<file path="src/rtl/cvr_pkg.sv">
package cvr_pkg;

  // Source chosen for the held result on a given cycle
  typedef enum logic [1:0] {
    HOLD_KEEP   = 2'd0,
    HOLD_DIRECT = 2'd1,
    HOLD_STAGED = 2'd2
  } hold_src_e;

  // Down-counter step that stops at zero
  function automatic logic [15:0] tick_down(input logic [15:0] v);
    return (v == 16'd0) ? 16'd0 : v - 16'd1;
  endfunction

endpackage

</file>
<file path="src/rtl/cvr_clamp.sv">
module cvr_clamp #(
  parameter int RAW_W  = 18,
  parameter int DATA_W = 16
) (
  input  logic [RAW_W-1:0]  raw,
  output logic [DATA_W-1:0] word
);

  localparam int EXTRA = RAW_W - DATA_W;

  generate
    if (EXTRA <= 0) begin : g_pass
      assign word = DATA_W'(raw);
    end else begin : g_clamp
      // Top EXTRA+1 bits must all equal the sign for the value to fit
      function automatic logic [DATA_W-1:0] clamp_word(input logic [RAW_W-1:0] r);
        logic [EXTRA:0] head;
        head = r[RAW_W-1:DATA_W-1];
        if ((head == '0) || (head == '1))
          return r[DATA_W-1:0];
        else if (r[RAW_W-1])
          return {1'b1, {(DATA_W-1){1'b0}}};
        else
          return {1'b0, {(DATA_W-1){1'b1}}};
      endfunction
      assign word = clamp_word(raw);
    end
  endgenerate

endmodule

</file>
<file path="src/rtl/cvr_hold.sv">
module cvr_hold
  import cvr_pkg::*;
#(
  parameter int DATA_W = 16,
  parameter int CNT_W  = 8
) (
  input  logic              clk,
  input  logic              rst_n,
  input  logic              res_valid,
  input  logic [DATA_W-1:0] res_word,
  input  logic              cmd_begin,
  input  logic              cmd_latch,
  output logic              pending,
  output logic              staged,
  output logic              cmd_open,
  output logic [DATA_W-1:0] tx_data,
  output logic [CNT_W-1:0]  tx_count
);

  localparam int ENT_W = DATA_W + CNT_W;

  logic [CNT_W-1:0] cnt_q;
  logic [ENT_W-1:0] held_q, stage_q, tx_q;
  logic             pend_q, stv_q, open_q;
  logic [ENT_W-1:0] new_ent;
  hold_src_e        hold_src;

  assign new_ent = {res_word, cnt_q + CNT_W'(1)};

  always_comb begin
    hold_src = HOLD_KEEP;
    if (cmd_latch) begin
      if (res_valid)  hold_src = HOLD_DIRECT;
      else if (stv_q) hold_src = HOLD_STAGED;
    end else if (!open_q && res_valid) begin
      hold_src = HOLD_DIRECT;
    end
  end

  always_ff @(posedge clk or negedge rst_n) begin
    if (!rst_n) begin
      cnt_q   <= '0;
      held_q  <= '0;
      stage_q <= '0;
      tx_q    <= '0;
      pend_q  <= 1'b0;
      stv_q   <= 1'b0;
      open_q  <= 1'b0;
    end else begin
      if (res_valid) cnt_q <= cnt_q + CNT_W'(1);
      case (hold_src)
        HOLD_DIRECT: held_q <= new_ent;
        HOLD_STAGED: held_q <= stage_q;
        default:     held_q <= held_q;
      endcase
      if (cmd_latch) begin
        tx_q   <= held_q;
        pend_q <= (hold_src != HOLD_KEEP);
        stv_q  <= 1'b0;
        open_q <= 1'b0;
      end else begin
        if (open_q && res_valid) begin
          stage_q <= new_ent;
          stv_q   <= 1'b1;
        end
        if (hold_src == HOLD_DIRECT) pend_q <= 1'b1;
        if (cmd_begin) open_q <= 1'b1;
      end
    end
  end

  assign pending  = pend_q;
  assign staged   = stv_q;
  assign cmd_open = open_q;
  assign tx_data  = tx_q[ENT_W-1:CNT_W];
  assign tx_count = tx_q[CNT_W-1:0];


  cnt_step_chk: assert property (@(posedge clk) disable iff (!rst_n)
    res_valid |=> cnt_q == $past(cnt_q) + CNT_W'(1));


  stage_fill_chk: assert property (@(posedge clk) disable iff (!rst_n)
    (open_q && res_valid && !cmd_latch) |=> stv_q);


  stage_keep_pend_chk: assert property (@(posedge clk) disable iff (!rst_n)
    (cmd_latch && stv_q) |=> pend_q);

endmodule

</file>
<file path="src/rtl/cvr_pulse.sv">
module cvr_pulse
  import cvr_pkg::*;
#(
  parameter int PULSE_W = 40
) (
  input  logic clk,
  input  logic rst_n,
  input  logic start,
  input  logic clear,
  output logic active
);

  localparam int PW_W = $clog2(PULSE_W + 1);

  logic [PW_W-1:0] left_q;

  always_ff @(posedge clk or negedge rst_n) begin
    if (!rst_n)     left_q <= '0;
    else if (clear) left_q <= '0;
    else if (start) left_q <= PW_W'(PULSE_W);
    else            left_q <= PW_W'(tick_down(16'(left_q)));
  end

  assign active = (left_q != '0);


  pulse_count_chk: assert property (@(posedge clk) disable iff (!rst_n)
    (active && !start && !clear) |=> left_q == $past(left_q) - PW_W'(1));


  pulse_clear_chk: assert property (@(posedge clk) disable iff (!rst_n)
    clear |=> !active);

endmodule

</file>
<file path="src/rtl/cvr_ready_latch.sv">
module cvr_ready_latch #(
  parameter int RAW_W   = 18,
  parameter int DATA_W  = 16,
  parameter int CNT_W   = 8,
  parameter int PULSE_W = 40
) (
  input  logic              clk,
  input  logic              rst_n,
  input  logic              conv_valid,
  input  logic [RAW_W-1:0]  conv_raw,
  input  logic              conv_next,
  input  logic              cont_mode,
  input  logic              cmd_begin,
  input  logic              cmd_latch,
  output logic              rdy_n,
  output logic              rdy_stat,
  output logic [DATA_W-1:0] tx_data,
  output logic [CNT_W-1:0]  tx_count
);

  logic [DATA_W-1:0] res_word;
  logic              pending, staged, cmd_open;
  logic              pulse_start, pulse_clear, pulse_on;

  cvr_clamp #(.RAW_W(RAW_W), .DATA_W(DATA_W)) clamp_i (
    .raw  (conv_raw),
    .word (res_word)
  );

  cvr_hold #(.DATA_W(DATA_W), .CNT_W(CNT_W)) hold_i (
    .clk       (clk),
    .rst_n     (rst_n),
    .res_valid (conv_valid),
    .res_word  (res_word),
    .cmd_begin (cmd_begin),
    .cmd_latch (cmd_latch),
    .pending   (pending),
    .staged    (staged),
    .cmd_open  (cmd_open),
    .tx_data   (tx_data),
    .tx_count  (tx_count)
  );

  assign pulse_clear = conv_valid | cmd_latch;
  assign pulse_start = cont_mode & conv_next & pending;

  cvr_pulse #(.PULSE_W(PULSE_W)) pulse_i (
    .clk    (clk),
    .rst_n  (rst_n),
    .start  (pulse_start),
    .clear  (pulse_clear),
    .active (pulse_on)
  );

  assign rdy_n    = ~pending | pulse_on;
  assign rdy_stat = pending;


  ready_fall_chk: assert property (@(posedge clk) disable iff (!rst_n)
    (conv_valid && !cmd_open && !cmd_latch) |=> (!rdy_n && rdy_stat));


  ready_rise_chk: assert property (@(posedge clk) disable iff (!rst_n)
    (cmd_latch && !staged && !conv_valid) |=> (rdy_n && !rdy_stat));


  tx_stable_chk: assert property (@(posedge clk) disable iff (!rst_n)
    !cmd_latch |=> ($stable(tx_data) && $stable(tx_count)));


  clamp_sign_chk: assert property (@(posedge clk) disable iff (!rst_n)
    conv_valid |-> (res_word[DATA_W-1] == conv_raw[RAW_W-1]));


  next_ignored_chk: assert property (@(posedge clk) disable iff (!rst_n)
    (conv_next && !cont_mode && !pulse_on && !conv_valid && !cmd_latch) |=> !pulse_on);

endmodule

</file>
<file path="config.mk">
export PLATFORM = sky130hd
export DESIGN_NAME = cvr_ready_latch
export DESIGN_NICKNAME = d
export VERILOG_FILES = /design/src/rtl/cvr_pkg.sv /design/src/rtl/cvr_clamp.sv /design/src/rtl/cvr_hold.sv /design/src/rtl/cvr_pulse.sv /design/src/rtl/cvr_ready_latch.sv
export SDC_FILE = /design/constraint.sdc
export NUM_CORES = 1
export LEC_CHECK = 0
export CORE_MARGIN = 2
export CORE_UTILIZATION = 45
export CTS_BUF_LIST = sky130_fd_sc_hd__clkbuf_8
export DETAILED_ROUTE_END_ITERATION = 6
export HOLD_SLACK_MARGIN = 0.05
export PLACE_DENSITY = 0.79
export SLEW_MARGIN = 20
export SYNTH_ARGS = -nofsm -noshare
export SYNTH_HDL_FRONTEND = slang
export SYNTH_SLANG_ARGS = --single-unit
</file>
<file path="constraint.sdc">
create_clock -name clk -period 1.9 [get_ports clk]
set_input_delay 0.57 -clock clk [delete_from_list [all_inputs] [get_ports clk]]
set_output_delay 0.57 -clock clk [all_outputs]
set_load 0.005 [all_outputs]
</file>
# Yosys cells after proc, flatten, opt, wreduce, memory -nomap -nowiden
# Index checks and enable logic that the tools add are counted.
# Widths: inputs -> output; s select.
# totals
ff_bits,89
latch_bits,0
ram_bits,0
mem_bits_ro,0
in_bits,25
output_inout_bits,26
elab_cells,48
mem_count,0
# classes
add_sub_neg,2
n_mul,0
n_div,0
order_cmp,0
eq_ne,3
shifts,0
muxes,16
n_bitwise,6
reduce_logical,13
# ops
operator,count
$pmux 24 s2,1
$mux 16,2
$mux 6,3
$reduce_bool 2->1,5
$add 8x1->8 const B,1
$mux 1,7
$logic_not 6->1,1
$mux 2,3
$reduce_bool 6->1,1
$sub 6x1->6 const B,1
$eq 3x3->1 const B,1
$logic_not 3->1,1
$and 1x1->1,2
$eq 2x1->1 const B,1
$eq 2x2->1 const B,1
$logic_and 1x1->1,2
$not 1->1,2
$or 1x1->1,2
$reduce_and 2->1,1
$logic_not 1->1,1
$logic_or 1x1->1,1

# Depth between registers and ports, before layout
# Gate-level depths: netlist (run 1).
# depth
ltp_word,7
mapped_depth,9
depth_no_buf,6

# Hierarchy
# A second synthesis (run 1) with hierarchy kept.
# unflattened
hier_cells,366
hier_area_um2,4251.6
# modules_own_cells
mod,n_inst,cells_per_inst,area_per_inst_um2,seq_area_each_um2
cvr_hold,1,280,3580.9,2077.0
cvr_pulse,1,29,331.6,150.1
cvr_clamp,1,54,320.3,0.0
cvr_ready_latch,1,3,18.8,0.0

# Worst setup path after synthesis (run 1)
# No wires, ideal clock.
# synth_timing
kind,in2reg
start,in cmd_latch
end,reg hold_i.held_q[5]
setup_ps,135
arrival_ps,1881
required_ps,1765
path_slack_ps,-115
cell_stages,6
path_buffers,3
path_cell_list,buf_2 -> o21ai_0 -> ha_1 -> clkbuf_1 -> buf_1 -> o22ai_1
# synth_via
elab_chain_cells,3
word_cells_on_any_way,5
classes_between,eq/ne (2); mux (2); reduce/logical (1)
# synth_rtl
item,line_no,text
from (decl),cvr_ready_latch.sv:14,"input logic cmd_latch,"
$mux 2 *,cvr_hold.sv:32,if (cmd_latch) begin
$eq 2x2->1 or $eq 2x1->1 (tied branches),cvr_hold.sv:51,case (hold_src)
$pmux 24 s2 or $reduce_bool 2->1 (tied branches),--,
to (signal assigned),cvr_hold.sv:52,HOLD_DIRECT: held_q <= new_ent;
to (signal assigned),cvr_hold.sv:53,HOLD_STAGED: held_q <= stage_q;
to (signal assigned),cvr_hold.sv:54,default: held_q <= held_q;
to (decl),cvr_hold.sv:23,"logic [ENT_W-1:0] held_q, stage_q, tx_q;"
# Mark *: on every way between the ends. The rest lies on a longest branch, timed or not.
# A chain may end at the register's enable or synchronous reset.

# Worst setup path after layout (run 1)
# layout_timing
start,reg hold_i.pend_q (netlist: hold_i.pending)
end,out rdy_stat
# layout_rtl
item,line_no,text
from (decl),cvr_hold.sv:24,"logic pend_q, stv_q, open_q;"
from (signal assigned),cvr_hold.sv:58,pend_q <= (hold_src != HOLD_KEEP);
to (decl),cvr_ready_latch.sv:16,"output logic rdy_stat,"
# No word-level cell between the ends.

==> summary.md, run 1 <==
| Metric | Value |
|---|---|
| Period minus WS final | 1.83 ns |
| Clock skew | 0.0101 ns |
| Synth cell count leaders | 89 x dfrtp_1, 43 x nand2_1, 31 x nor2_1 |
| Most numerous cell in the Yosys netlist | dfrtp_1 |
| Placement Rows | 35 |
| Worst-path clk slew | 0.09 ns |
| Area grow syn2layout | 24.7% |
| Vias in the first global route | 2,904 |
| Async SR Flop Fraction | 100% |
| Core area | 9150 µm² |
| Full die area | 10,100 µm² |
| P_leak | 0.00221 µW |
| Tot Pwr | 5800 µW |
| Register area share after synthesis | 53.0% |
| Clock Sink Count | 89 |
| Antenna-violating nets left | 0 |
| Pwr dens | 1110 nW/µm² |
| Slowest CP cell | clkdlybuf4s50_1 |
| Outcome | complete, no violations |
| Synth area leaders | dfrtp_1 53%, mux2_2 8.0%, nand2_1 3.8% |
| Cell depth of the worst flop-to-flop path | 6 |
| GRT Residual Overflow | 0 |
| Iter 0 DRT Violations | 120 |
| Post-Syn Area | 4200 µm² |
| Width of the die | 101 µm |
| Largest net degree at the start of global routing | 37 |
| Crit-path cells | clkdlybuf4s50_1 |
| Initial antenna violation count | 0 |
| Rel. slew slack | 68.8% |
| Worst path bufs/invs | 1 |
| CTS Root Cell | clkbuf_8 |
| Avg Vias per Cell | 5.21 |
| WP data required | 1.33 ns |
| Port Buf Inserts | 50 |
| # hold bufs at CTS | 0 |
| Crit end category | output pin |
| Height of the die | 101 µm |
| Cell variety after synth | 36 |
| #FFs+latches synth | 89 |
| Skew-Pair Late Insertion Delay | 0.36 ns |
| Max Slew Vio Count | 0 |
| Post-synthesis cell count | 380 |
| Layout cells sized above 1 | 22.7% |
| Peak supply drop | 0.377 mV |
| Hold WC Path Type | in -> async |
| H-tree Lvls | 3 |
| Via count | 2,891 |
| RSZ-0062 raised after global routing | false |
| Top_reg_cell synth | dfrtp_1 |
| Fmax | 545 MHz |
| I/O Pins | 51 |
| Fin Setup TNS | 0 ns |
| Yosys top cell by area | dfrtp_1 |
| Crit Reg-Reg Startpoint | hold_i.cmd_open |
| Mapped Nets | 410 |
| DR WL/cell | 14.7 µm |
| Clock Tree Buf Depth | 2 |
| First-pass GRT wire length | 14,100 µm |
| CP max stage delay | 0.51 ns |
| Total wire length after detailed routing | 8180 µm |
| CTS tree | built |
| Critical path startpoint category | flip-flop |
| Mean Syn Cell Area | 11.1 µm² |
| Remaining DRCs | 0 |
| NumNets Final | 469 |
| Final HPWL DP | 5930 µm |
| Final GP Congestion | 0.800 |
| YS warnings | 0 |
| Num CTS Buffers | 9 |
| Hold Violations, Final | 0 |
| Max Cap Viol | 0 |
| Highest net fanout along the worst path | 4 |
| Starting Density | 45.9% |
| CP top delay family | buffers and inverters |
| Crit Reg-Reg Endpoint | hold_i.held_q[23] |
| # diodes | 0 |
| Fin crit share | 96.5% |
| Total Routing Usage GR | 17.4% |
| WS Path Type | reg -> out |
| Final Setup Violations | 0 |
| Share of the synthesized area in the top cell type | 53.0% |
| Slew @ Worst Pin | 0.464 ns |
| Number of synthesized flops with an enable pin | 0 |
| Critical path arrival | 1.26 ns |
| DR pass1 iterations | 5 |
| R2R setup slack | 0.20 ns |
worst max-delay path by stage:
stage                           start               end  slack (ns)  cells past startpoint
CTS                 pulse_i.left_q[2]             rdy_n        0.02                      3
global placement            cmd_latch  hold_i.held_q[7]       -0.33                      7
global route           hold_i.pending          rdy_stat       0.004                      1
finish                 hold_i.pending          rdy_stat        0.07                      1
detailed placement          cmd_latch  hold_i.held_q[3]       -0.42                      6
floorplan                   cmd_latch  hold_i.held_q[3]       0.003                      7
cells in the final DEF, fill, tap and decap left out, types with 2 or more instances in the layout:
cell             netlist  final
nand3b_1               3      3
mux2i_1                2      2
ha_4                   0      3
nand3_1                3      3
inv_1                 12      9
o21ai_0               25     24
mux2_2                30     30
a2bb2oi_1              5      5
bufinv_16              0      2
a2bb2oi_2             10     10
clkinvlp_4             0      3
a21oi_1                7      7
a21bo_1                7      7
dfrtp_1               89     89
nor2_1                31     31
o211ai_1              15     15
ha_1                   5      2
clkdlybuf4s50_1        0     46
inv_2                  0      3
xor2_1                 8      8
nor3_1                10     10
buf_4                  2     19
o22ai_1                3      3
nand4_1                3      3
clkbuf_8               0     10
nand3_2                2      2
o21a_1                18     18
buf_12                 0      8
nand2_1               43     43
a21bo_2                8      8
o21ai_1                2      3
xnor2_1                5      5
report_power, final:
part | leakage (µW) | switching [µW] | internal, µW | total [µW]
Combinational | 0.00105 | 665 | 916 | 1580
Sequential | 0.00106 | 387 | 2400 | 2790
Clock | 0.000105 | 653 | 778 | 1430
layout make-up:
cell class | instances | area [µm²]
clock buffers | 10 | 138
clock inverters | 6 | 91.3
fillers | 740 | 3920
inverters | 12 | 45.0
multi-input cells | 251 | 1810
flip-flops and latches | 89 | 2230
well taps | 111 | 139
repair buffers | 76 | 790
flip-flops by register name, summed over array words and instances, names as in the netlist:
register and cells:
hold_i.cmd_open 1, hold_i.cnt_q 8, hold_i.held_q 24, hold_i.pending 1, hold_i.stage_q 24, hold_i.staged 1
hold_i.tx_q 24, pulse_i.left_q 6
timing repair:
| action | in CTS | in global routing |
|---|---|---|
| pin swaps | 2 | 1 |
| setup buffers | 4 | 1 |
| endpoints found under the setup margin | 8 | 24 |
| gates resized for setup | 8 | 6 |
through the flow:
| step | util (%) | hold WS, ns | worst slack [ns] | cell area [µm²] | cells |
|---|---|---|---|---|---|
| finish | 57.2 | 0.145 | 0.0668 | 5240 | 555 |
| global route | 57.2 | 0.169 | 0.00442 | 5240 | 555 |
| CTS | 56.9 | 0.148 | 0.0202 | 5210 | 554 |
| detailed placement | 53.9 | 0.465 | -0.416 | 4940 | 534 |
| global placement | 53.9 | 0.452 | -0.334 | 4940 | 534 |
| floorplan | - | 0.274 | 0.00344 | 4200 | 380 |
routing by layer:
metal	vias to the layer above	share of wire (%)	GRT usage (%)
li1	1436	-	-
met1	1393	49	25.7
met2	51	47	26.3
met3	11	2.6	2.57
met4	0	1.7	6.22
met5	-	0	0
cell families (layout without fill, tap and decap cells):
kind of cell / count (synthesis) / count (layout) / synth area share (%)
compound gates: 104 / 104 / 19.3
flops: 89 / 89 / 53.0
buf+inv: 40 / 104 / 4.83
mux: 32 / 32 / 8.52
simple gates: 97 / 97 / 10.1
fa+ha+maj: 5 / 5 / 1.49
xor+xnor: 13 / 13 / 2.71
No activity file was read; power rests on OpenSTA's default activity.
==> run 2, diff against run 1 <==
- RECOVER_POWER: default -> 100
==> run 2 against run 1 <==
First-iteration DRC count down 15%. Utilization shrank 0.77 points. Critical path type unchanged. Cell count stayed put. Power fell by 0.33%. Non-clock buffer count did not move. Clock power about the same. Flip-flop and latch count unchanged. Count of clock-buffer cells in the layout did not move. Via count is 0.86% higher. Worst setup slack got worse by 0.0021 ns. Global-route usage unchanged. Fmax shrank 0.11%.
==> summary.md, run 2 (synthesized netlist as in run 1, its figures left out) <==
| Metric | Value |
|---|---|
| DR top layer | met4 |
| Clock Sink Count | 89 (unchanged) |
| Largest net degree at the start of global routing | 37 (unchanged) |
| Setup Slack @ Placement | -0.416 ns (unchanged) |
| Highest net fanout along the worst path | 4 (unchanged) |
| Full die area | 10,100 µm² (unchanged) |
| Critical path arrival | 1.27 ns (about the same) |
| Final GP Congestion | 0.800 (unchanged) |
| Initial antenna violation count | 0 (unchanged) |
| Vias in the first global route | 2,904 (unchanged) |
| Critical path startpoint category | flip-flop |
| Height of the die | 101 µm (unchanged) |
| GRT Residual Overflow | 0 (unchanged) |
| Crit-path cells | clkdlybuf4s50_1 |
| R2R setup slack | 0.20 ns (about the same) |
| Register area | 2230 µm² (unchanged) |
| P_leak | 0.00218 µW (-1.6%) |
| Worst path bufs/invs | 1 (unchanged) |
| Hold WC Path Type | in -> async |
| Skew-Pair Late Insertion Delay | 0.36 ns (about the same) |
| Num CTS Buffers | 9 (unchanged) |
| Clock Tree Buf Depth | 2 (unchanged) |
| Placed cell count | 534 (unchanged) |
| Period minus WS final | 1.84 ns (+0.00211 ns) |
| Met2 wire len | 3840 µm (about the same) |
| Max Cap Viol | 0 (unchanged) |
| Total wire length after detailed routing | 8150 µm (-0.31%) |
| Most common cell after layout, fill and taps aside | dfrtp_1 |
| Hold Violations, Final | 0 (unchanged) |
| H-tree Lvls | 3 (unchanged) |
| Port Buf Inserts | 50 (unchanged) |
| DR pass1 iterations | 4 (-1) |
| Placement Rows | 35 (unchanged) |
| Fin crit share | 96.6% (+0.11 points) |
| Fmax | 545 MHz (-0.11%) |
| Antenna-violating nets left | 0 (unchanged) |
| Total Routing Usage GR | 17.4% (unchanged) |
| Final worst setup slack | 0.0647 ns (-0.00211 ns) |
| Crit Reg-Reg Endpoint | hold_i.held_q[1] |
| Total of fill cells in the finished design | 755 (+2.0%) |
| Final HPWL DP | 5930 µm (unchanged) |
| Layout cells sized above 1 | 21.8% (-0.90 points) |
| First-pass GRT wire length | 14,100 µm (unchanged) |
| Crit Reg-Reg Startpoint | hold_i.cmd_open |
| I/O Pins | 51 (unchanged) |
| CTS tree | built |
| Slowest CP cell | clkdlybuf4s50_1 |
| Iter 0 DRT Violations | 102 (-15%) |
| Final std cells w/o fill | 555 (unchanged) |
| Peak supply drop | 0.375 mV (-0.36%) |
| Width of the die | 101 µm (unchanged) |
| Multi-input gate area | 1790 µm² (-0.69%) |
| Post-Route M1 WL | 3940 µm (-1.2%) |
| Avg Vias per Cell | 5.25 (+0.86%) |
| Slew @ Worst Pin | 0.786 ns (+0.322 ns) |
| WP data required | 1.33 ns (about the same) |
| Largest regs | hold_i.held_q: 24 flops, hold_i.stage_q: 24 flops, hold_i.tx_q: 24 flops |
| WL met3 | 219 µm (+3.8%) |
| Most frequent cells in the layout | 89 x dfrtp_1, 46 x clkdlybuf4s50_1, 43 x nand2_1, 31 x nor2_1, 30 x mux2_2 |
| Worst-path clk slew | 0.09 ns (about the same) |
| Core area | 9150 µm² (unchanged) |
| Clock skew | 0.00845 ns (-0.00167 ns) |
| Rel. slew slack | 47.6% (-21 points) |
| WS Path Type | reg -> out |
| Outcome | complete, no violations |
| Max Slew Vio Count | 0 (unchanged) |
| # diodes | 0 (unchanged) |
| DR WL/cell | 14.7 µm (-0.31%) |
| Starting Density | 45.9% (unchanged) |
| Final Setup Violations | 0 (unchanged) |
| # hold bufs at CTS | 0 (unchanged) |
| Remaining DRCs | 0 (unchanged) |
| Pwr dens | 1120 nW/µm² (+1.0%) |
| Area grow syn2layout | 23.0% |
| Via count | 2,916 (+0.86%) |
| CP max stage delay | 0.51 ns (about the same) |
| Crit end category | output pin |
| CTS Root Cell | clkbuf_8 |
| Cell depth of the worst flop-to-flop path | 7 (+1) |
| NumNets Final | 469 (unchanged) |
| CP top delay family | buffers and inverters |
| RSZ-0062 raised after global routing | false |
[run 2: repair_timing]
action / CTS / global route
pin swaps: 2 / 1
setup buffers: 4 / 1
gates cloned: 0 / 0
resized for setup: 8 / 6
endpoints found under the setup margin: 8 / 24
[run 2: how the worst max path moves through the flow]
stage                       from               end  slack, ns  cells after the start
5_1_grt           hold_i.pending          rdy_stat      0.004                      1
2_1_floorplan          cmd_latch  hold_i.held_q[3]      0.003                      7
4_1_cts        pulse_i.left_q[2]             rdy_n       0.02                      3
3_5_place_dp           cmd_latch  hold_i.held_q[3]      -0.42                      6
3_3_place_gp           cmd_latch  hold_i.held_q[7]      -0.33                      7
6_report          hold_i.pending          rdy_stat       0.06                      1
[run 2: layout make-up]
| class | count | area share (%) |
|---|---|---|
| well taps | 111 | 2.69 |
| clock buffers | 10 | 2.66 |
| repair buffers | 76 | 14.2 |
| multi-input cells | 251 | 34.7 |
| flip-flops and latches | 89 | 43.1 |
| clock inverters | 6 | 1.77 |
| inverters | 12 | 0.872 |
[run 2: power by group]
group          leakage [µW]  switching, µW  internal [µW]
Clock              0.000105            659            778
Sequential          0.00106            386           2400
Combinational       0.00101            660            898
[run 2: routing by layer]
| layer | GRT usage (%) | up-vias |
|---|---|---|
| met1 | 25.7 | 1405 |
| met3 | 2.57 | 12 |
| met2 | 26.3 | 63 |
| met4 | 6.22 | 0 |
| met5 | 0 | - |
| li1 | - | 1436 |
[run 2: stage by stage]
step | utilization (%) | power [µW] | setup TNS, ns | instance area (µm²) | hold slack [ns]
2_1_floorplan | - | 3640 | 0 | 4200 | 0.274
3_3_place_gp | 53.9 | 4280 | -12.88 | 4940 | 0.452
3_5_place_dp | 53.9 | 4370 | -15.97 | 4940 | 0.465
4_1_cts | 56.9 | 5840 | 0 | 5210 | 0.148
5_1_grt | 56.4 | 6130 | 0 | 5170 | 0.331
6_report | 56.4 | 5780 | 0 | 5170 | 0.279
==> run 3, diff against run 2 <==
- CELL_PAD_IN_SITES_DETAIL_PLACEMENT: default -> 1
- CELL_PAD_IN_SITES_GLOBAL_PLACEMENT: default -> 2
- CORE_UTILIZATION: 45 -> 38
- PLACE_DENSITY: 0.79 -> 0.94
==> run 3 against run 2 <==
Flip-flop and latch count stayed put. Critical path depth is 5 higher. Wire length is 12% higher. Sequential power hardly changed. Combinational power hardly changed. Die area is 18% higher. Fmax is 0.20% lower. Hold slack better by 0.043 ns. Clock skew is 0.0022 ns lower. Global-route usage is 0.50 points lower. Non-clock buffer count stayed put.
==> summary.md, run 3 (synthesized netlist as in run 1, its figures left out) <==
| Metric | Value |
|---|---|
| Max Slew Vio Count | 0 (unchanged) |
| Final HPWL DP | 6700 µm (+13%) |
| CP max stage delay | 0.45 ns (-0.06 ns) |
| Port Buf Inserts | 50 (unchanged) |
| Area grow syn2layout | 23.5% |
| Total wire length after detailed routing | 9120 µm (+12%) |
| Starting Density | 38.9% (-7.0 points) |
| Final Setup Violations | 0 (unchanged) |
| Crit-path cells | clkdlybuf4s50_1 -> buf_4 -> a21bo_2 -> a2bb2oi_1 -> o211ai_1 -> o21a_1 |
| First-pass GRT wire length | 15,500 µm (+10%) |
| Via count | 2,947 (+1.1%) |
| Clock skew | 0.00622 ns (-0.00222 ns) |
| Final GP Congestion | 0.733 (-8.3%) |
| Register area | 2230 µm² (unchanged) |
| Iter 0 DRT Violations | 111 (+8.8%) |
| WS Path Type | in -> reg |
| Pwr dens | 1090 nW/µm² (-2.6%) |
| NumNets Final | 469 (unchanged) |
| CTS Root Cell | clkbuf_8 |
| WP data required | 2.15 ns (+0.82 ns) |
| CP top delay family | compound AO/OA/AOI/OAI gates |
| GRT Residual Overflow | 0 (unchanged) |
| Rel. slew slack | 41.3% (-6.3 points) |
| Tot Pwr | 5650 µW (-2.2%) |
| Most frequent cells in the layout | 89 x dfrtp_1, 45 x clkdlybuf4s50_1, 43 x nand2_1, 31 x nor2_1, 30 x mux2_2 |
| CTS tree | built |
| RSZ-0062 raised after global routing | false |
| Fin crit share | 96.8% (+0.19 points) |
| Height of the die | 109 µm (+8.5%) |
| Worst-path clk slew | 0.09 ns (about the same) |
| Clock Tree Buf Depth | 2 (unchanged) |
| DR pass1 iterations | 6 (+2) |
| Hold WC Path Type | in -> async |
| Clock Sink Count | 89 (unchanged) |
| Remaining DRCs | 0 (unchanged) |
| I/O Pins | 51 (unchanged) |
| Fmax | 544 MHz (-0.20%) |
| Post-DP Area | 4990 µm² (+1.1%) |
| P_leak | 0.00218 µW (+0.16%) |
| Most common cell after layout, fill and taps aside | dfrtp_1 |
| Total Routing Usage GR | 16.9% (-0.50 points) |
| Skew-Pair Late Insertion Delay | 0.35 ns (about the same) |
| # hold bufs at CTS | 0 (unchanged) |
| Largest net degree at the start of global routing | 37 (unchanged) |
| Multi-input gate area | 1780 µm² (-0.77%) |
| Core area | 10,800 µm² (+18%) |
| Crit end category | flip-flop |
| Full die area | 11,900 µm² (+18%) |
| Slew @ Worst Pin | 0.880 ns (+0.0939 ns) |
| Slowest CP cell | clkdlybuf4s50_1 |
| Initial antenna violation count | 0 (unchanged) |
| Num CTS Buffers | 9 (unchanged) |
| Layout cells sized above 1 | 21.6% (-0.23 points) |
| Period minus WS final | 1.84 ns (+0.00361 ns) |
| Avg Vias per Cell | 5.05 (-4.0%) |
| Width of the die | 109 µm (+8.5%) |
| DR WL/cell | 15.6 µm (+6.3%) |
| Highest net fanout along the worst path | 24 (+20) |
| Final worst setup slack | 0.0611 ns (-0.00361 ns) |
| Total of fill cells in the finished design | 1,188 (+57%) |
| # diodes | 0 (unchanged) |
| Peak supply drop | 0.397 mV (+5.7%) |
| Worst path bufs/invs | 2 (+1) |
| Antenna-violating nets left | 0 (unchanged) |
| Critical path arrival | 2.09 ns (+0.82 ns) |
| H-tree Lvls | 3 (unchanged) |
| Critical path startpoint category | primary input |
| Setup Slack @ Placement | -0.469 ns (-0.0528 ns) |
| Finished Cell Area | 5190 µm² (+0.41%) |
| Largest regs | hold_i.held_q: 24 flops, hold_i.stage_q: 24 flops, hold_i.tx_q: 24 flops |
| Max Cap Viol | 0 (unchanged) |
| Vias in the first global route | 3,144 (+8.3%) |
| Placement Rows | 38 (+8.6%) |
| Hold Violations, Final | 0 (unchanged) |
| Outcome | complete, no violations |
-- run 3: cell types whose count changed in the layout (fill, tap and decap cells not counted), sizes merged --
| cell | change |
|---|---|
| clkbuf | -5 |
| buf | +4 |
| clkinv | +2 |
| bufinv | -1 |
| clkdlybuf4s50 | -1 |
| clkinvlp | -1 |
| dlygate4sd2 | +1 |
| inv | +1 |
-- run 3: area by class of cell --
| cell class | instances | share of cell area [%] |
|---|---|---|
| tap | 140 | 3.38 |
| timing repair buffer | 76 | 14.6 |
| multi-input combinational | 251 | 34.3 |
| clock buffer | 9 | 2.39 |
| clock inverter | 7 | 1.54 |
| inverter | 12 | 0.868 |
| sequential | 89 | 42.9 |
-- run 3: metal layers --
metal	global-route usage [%]	wire length (µm)	up-vias
met3	3.05	250	7
met1	22.8	4280	1465
met2	27.5	4490	40
met4	5.86	96	0
met5	0	0	-
li1	-	-	1435
-- run 3: repair_timing --
action,CTS,global route
setup endpoints to repair,24,2
gates cloned,0,0
pin swaps,4,1
resized for setup,9,2
setup buffers,2,2
-- run 3: metrics by stage --
stage | hold WS [ns] | cells | setup TNS [ns] | util (%)
after floorplan | 0.274 | 380 | 0 | -
after global placement | 0.445 | 564 | -11.17 | 46.3
after detailed placement | 0.459 | 564 | -17.25 | 46.3
after CTS | 0.159 | 582 | -0.0128 | 48.4
after global routing | 0.371 | 584 | 0 | 48.1
final | 0.322 | 584 | 0 | 48.1
-- run 3: path summary, 6_finish.rpt --
check / from / end / slack (ns) / depth (start not counted)
worst max-delay path: conv_raw[17] / hold_i.held_q[10] / 0.06 / 6
worst min-delay path: rst_n / hold_i.cnt_q[5] / 0.32 / 1
worst max register to register: hold_i.cmd_open / hold_i.held_q[16] / 0.24 / 8
worst min register to register: hold_i.held_q[16] / hold_i.held_q[16] / 0.48 / 1
max in group asynchronous: rst_n / hold_i.held_q[3] / 0.56 / 2
min in group clk: hold_i.held_q[16] / hold_i.held_q[16] / 0.48 / 1
-- run 3: where the power goes --
group / switching [µW] / internal [µW]
clock network: 681 / 618
registers: 374 / 2400
logic: 681 / 898
total: 1740 / 3920
